==> src/rtl/cdr_lock_ctrl.sv <==
module cdr_lock_ctrl #(
  parameter int QUAL_CYCLES = 16
) (
  input  logic clk,
  input  logic rst_n,
  input  logic sig_det,
  input  logic sig_det_en,
  input  logic freq_ok,
  input  logic phase_ok,
  input  logic data_lost,
  input  logic force_ref,
  input  logic force_data,
  output logic mode_data,
  output logic pfd_en,
  output logic pd_en,
  output logic locked_ref,
  output logic mode_chg
);
  localparam int CNT_W = $clog2(QUAL_CYCLES + 1);
  localparam logic [CNT_W-1:0] LAST = CNT_W'(QUAL_CYCLES - 1);

  logic [CNT_W-1:0] qcnt;
  logic             qual, auto_mode, next_mode, counting;

  assign qual      = (sig_det | ~sig_det_en) & freq_ok & phase_ok;
  assign auto_mode = ~force_ref & ~force_data;
  assign counting  = auto_mode & ~mode_data & qual;

  always_comb begin
    next_mode = mode_data;
    if (force_data)      next_mode = 1'b1;
    else if (force_ref)  next_mode = 1'b0;
    else if (mode_data)  next_mode = ~data_lost;
    else if (qual && qcnt == LAST) next_mode = 1'b1;
  end

  always_ff @(posedge clk or negedge rst_n) begin
    if (!rst_n) begin
      mode_data <= 1'b0;
      mode_chg  <= 1'b0;
      qcnt      <= '0;
    end else begin
      mode_data <= next_mode;
      mode_chg  <= next_mode ^ mode_data;
      qcnt      <= (counting && qcnt != LAST) ? qcnt + 1'b1 : '0;
    end
  end

  assign pfd_en     = ~mode_data;
  assign pd_en      = mode_data;
  assign locked_ref = ~mode_data & freq_ok & phase_ok;
endmodule


==> config.mk <==
export PLATFORM = sky130hd
export DESIGN_NAME = cdr_lock_ctrl
export DESIGN_NICKNAME = d
export VERILOG_FILES = /design/src/rtl/cdr_lock_ctrl.sv
export SDC_FILE = /design/constraint.sdc
export NUM_CORES = 1
export LEC_CHECK = 0
export BUFFER_PORTS_ARGS = -buffer_cell sky130_fd_sc_hd__clkbuf_2
export CORE_AREA = 8 8 45 47
export CTS_CLUSTER_DIAMETER = 80
export DETAILED_ROUTE_END_ITERATION = 8
export DIE_AREA = 0 0 53 55
export PLACE_DENSITY_LB_ADDON = 0.25
export SYNTH_ARGS = -nofsm -noshare
export SYNTH_HDL_FRONTEND = slang
export SYNTH_SLANG_ARGS = --single-unit
==> constraint.sdc <==
create_clock -name clk -period 1.35 [get_ports clk]
set_input_delay 0.0675 -clock clk [delete_from_list [all_inputs] [get_ports clk]]
set_output_delay 0.0675 -clock clk [all_outputs]
set_load 0.01 [all_outputs]
After elaboration in Yosys (flattened, before gate mapping)
Cells that the tools add are included.
Cells by class
  add/subtract/negate cells: 1
  equal/unequal tests: 2
  mux-type cells: 5
  bitwise gates (word level): 14
  reduce and logical (&&, ||, !) cells: 2
Operators by type and width (count)
  bitwise AND 1 bit: 7
  adder 5 x 1 -> 5 bit, second input constant: 1
  equality test 5 x 4 -> 1 bit, second input constant: 1
  two-way mux 5 bit: 1
  != test 5 x 4 -> 1 bit, second input constant: 1
  inverter 1 bit: 5
  two-way mux 1 bit: 4
  logical AND 1 bit: 2
  OR 1 bit: 1
  XOR 1 bit: 1
Storage, ports and cells
  bits in registers: 7
  input bits: 9
  logic and storage cells: 27

Longest topological paths before layout
  depth in word-level cells: 10
  depth in mapped cells: 5
  gate-level depth less buffers: 5

Worst setup path before layout
Ideal clock, no wire load.
  path type: register to register
  start: register qcnt[0]
  end: register qcnt[2]
  data arrival time: 1.281 ns
  required time: 1.278 ns
  path slack: -0.003 ns
  stages on the path, launching flop included: 6
  buffers on the path: 0
  period minus slack after synthesis: 1.353 ns
  path through: dfrtp_1 -> ha_1 -> and3_1 -> ha_1 -> nand4b_2 -> nor2_1
On the way
  cells in the longest elaborated chain, start to end: 3
  elaborated cells on any way between the ends: 4
Ends and longest elaborated chain
  start, declared: line 22  | logic [CNT_W-1:0] qcnt;
  start signal, assigned: line 45  | qcnt <= (counting && qcnt != LAST) ? qcnt + 1'b1 : '0;
  parallel branches: the longest is 2 deep, another holds adder 5 x 1 -> 5 bit
  two-way mux 5 bit (*): line 45
Mark *: on every way between the ends.

Worst setup path in the final report
  start: register qcnt[1]
  end: register qcnt[4]
The elaborated chain is that of the path after synthesis.

==> key figures <==
Status
  • Status: finished, final reports clean

Clock tree
  • CTS Sinks: 7
  • Postcts setup bufs: 0
  • Root buffer cell: clkbuf_4
  • Clk_lat worst skew: 0.24 ns
  • H-tree Lvls: 1
  • Worst-path clk slew: 0.05 ns
  • CTS Buffer Depth: 2
  • CTS buffer count: 3
  • CTS tree: built

Global route
  • Initial antenna violation count: 0
  • Vias in the first global route: 280
  • Pin count of the biggest net entering global routing: 8
  • Total GRT Usage: under 10%
  • First-pass GRT wire length: 1.14 mm
  • Gr ovfl total: 0

Flow run
  • Number of max-cap violations: 0

Power and ir drop
  • Leakage: between 0.0002 and 0.0003 uW
  • Peak VDD IR: 598 uV
  • PD cells: 897 nW/um^2

Timing
  • Fmax: 762 MHz
  • Worst-Margin Slew: 0.229 ns
  • Fin worst setup slack: 0.0384 ns
  • Final period utilization: 97.2%
  • Final Critical Period: 1.31 ns
  • # setup viols final: 0
  • Final hold violations: 0
  • Slew Viols, Final: 0
  • Worst slew margin: 84.7%
  • Clk_skew: 0.000381 ns
  • RSZ-0062 raised after global routing: true

Setup path
  • CP peak stage delay: 0.38 ns
  • Buffers and inverters on the worst path: 0
  • Crit path DAT: 1.49 ns
  • Worst EP required: 1.52 ns
  • Crit path capture type: flip-flop
  • Top Family by Delay on Critical Path: simple AND/OR/NAND/NOR gates
  • Critical path class: reg -> reg
  • Crit Path Max Fanout: 5
  • Slowest stage cell, crit path: dfrtp_1
  • Worst setup SP type: flip-flop
  • Critical-path cell list: ha_2, and3_4, ha_4, nand4b_4, nor2_1

Drt
  • Vias: 305
  • Detail Route Antenna Nets: 0
  • DR pass1 iterations: 2
  • Aggregate routed wire length: 740 um
  • Vias per cell: 4.49
  • Wire length per cell: 10.9 um
  • Iter 0 DRT Violations: 6
  • Post-route DRC: 0

Synth
  • Largest area contributor in the netlist: dfrtp_1
  • Area contributors post-synth: dfrtp_1, nor2_1, ha_1
  • Mapped Area: 339 um^2
  • #FFs+latches synth: 7
  • Synth top area share: 51.7%
  • Syn Inst Count: 33
  • Syn avg cell area: 10.3 um^2
  • Seq/Total Area, Yosys: 51.7%
  • Synth Warn #: 0
  • Syn nets: 44
  • Post-synth cell types: 15

Worst hold path
  • Tightest Hold Check Type: in -> reg

Final layout
  • Commonest non-fill, non-tap cell in the layout: clkbuf_2
  • Multi-input gate area: 181 um^2
  • Register area: 175 um^2
  • Fill cells: approximately 140
  • # diodes: 0
  • Final Cell Area: 504 um^2
  • Nets: 64
  • Most frequent cells in the layout: clkbuf_2, dfrtp_1, nor2_1
  • Area growth syn-to-layout: 48.7%
  • Final Non-Filler Cells: a little under 70
  • Layout cell share with drive strength beyond 1: approximately 50%

Die
  • Row cnt: 14
  • Initial Util: 24.5%
  • I/O pins: 14
  • Die Area: 2920 um^2
  • Core Area: 1380 um^2
  • Die height: 55 um
  • Chip width: 53 um

Placement
  • Placed cells: 63
  • PortBufs: 13
  • DP Worst Slack: -0.000244 ns
  • HPWL after DPL: approximately 570 um
  • Placed cell areas: 440 um^2
  • Routability cong.: 0.661
==> stage by stage <==
step                      power [uW]  hold WS, ns  setup TNS, ns  util, %
after floorplan                  246       -0.228              0        -
after global routing             482       0.0934        -0.0170     36.4
after global placement           272      -0.0885              0     31.8
after CTS                        463       0.0551       -0.00101     34.4
final                            452       0.0577              0     36.4
after detailed placement         273      -0.0888      -0.000244     31.8
==> power breakdown <==
group	internal, uW	total (uW)	switching, uW
clock network	112	181	69.0
logic	24.4	50.8	26.4
registers	216	220	4.41
==> cells by family after synthesis <==
logic type,after synthesis,share of synthesized area [%]
AOI/OAI and AO/OA,4,6.64
and+or+nand+nor,14,23.6
adders and majority gates,2,7.38
buffers and inverters,4,5.54
xor gates and xnor gates,2,5.17
DFF,7,51.7
==> final timing paths <==
kind / slack [ns] / cells after the start / start / to
worst min register to register: 0.53 / 2 / qcnt[0] / qcnt[0]
worst min-delay path: 0.06 / 3 / force_data / mode_data
max in group asynchronous: 1.01 / 2 / rst_n / qcnt[3]
worst max-delay path: 0.04 / 5 / qcnt[1] / qcnt[4]
worst max register to register: 0.04 / 5 / qcnt[1] / qcnt[4]
min in group asynchronous: 0.18 / 2 / rst_n / mode_data
==> sequential cells by signal, indices dropped and copies added (netlist names) <==
| name | count |
|---|---|
| mode_data | 1 |
| qcnt | 5 |
| mode_chg | 1 |
==> per-layer routing <==
| metal | global-route usage [%] | wire length (um) | up-vias |
|---|---|---|---|
| met5 | 0 | 0 | - |
| met3 | 5.61 | 137 | 2 |
| met2 | 8.01 | 320 | 14 |
| met4 | 2.59 | 8 | 0 |
| met1 | 5.26 | 274 | 141 |
| li1 | - | - | 148 |
==> layout make-up <==
cell class	count	share of cell area, %
Multi-Input combinational cell	22	36.0
Sequential cell	7	34.7
Inverter	3	2.23
Clock buffer	4	5.21
Tap cell	16	3.97
Timing Repair Buffer	16	17.9
==> synthesized netlist by cell type <==
cell and number:
a21oi_1 2, and3_1 2, and3b_2 1, buf_4 1
dfrtp_1 7, ha_1 2, inv_1 3, nand2b_1 1
nand3_1 2, nand4b_2 1, nor2_1 7, o21a_1 1
o21ai_0 1, xnor2_1 1, xor2_1 1
==> worst register-to-register path, delay by kind of cell, from the launching register on <==
family                   cells  cell delay [ns]
flip-flops                   1             0.38
adder cells (fa/ha/maj)      2             0.34
AND/OR/NAND/NOR              3             0.53
==> what timing repair did <==
item / 4_1_cts / 5_1_grt
pin swaps: 1 / 3
endpoints found under the hold margin: 7 / 0
resized for setup: 0 / 7
hold buffers: 1 / 0
setup endpoints to repair: 2 / 5
Note: power is estimated with default switching activity, not from simulation.
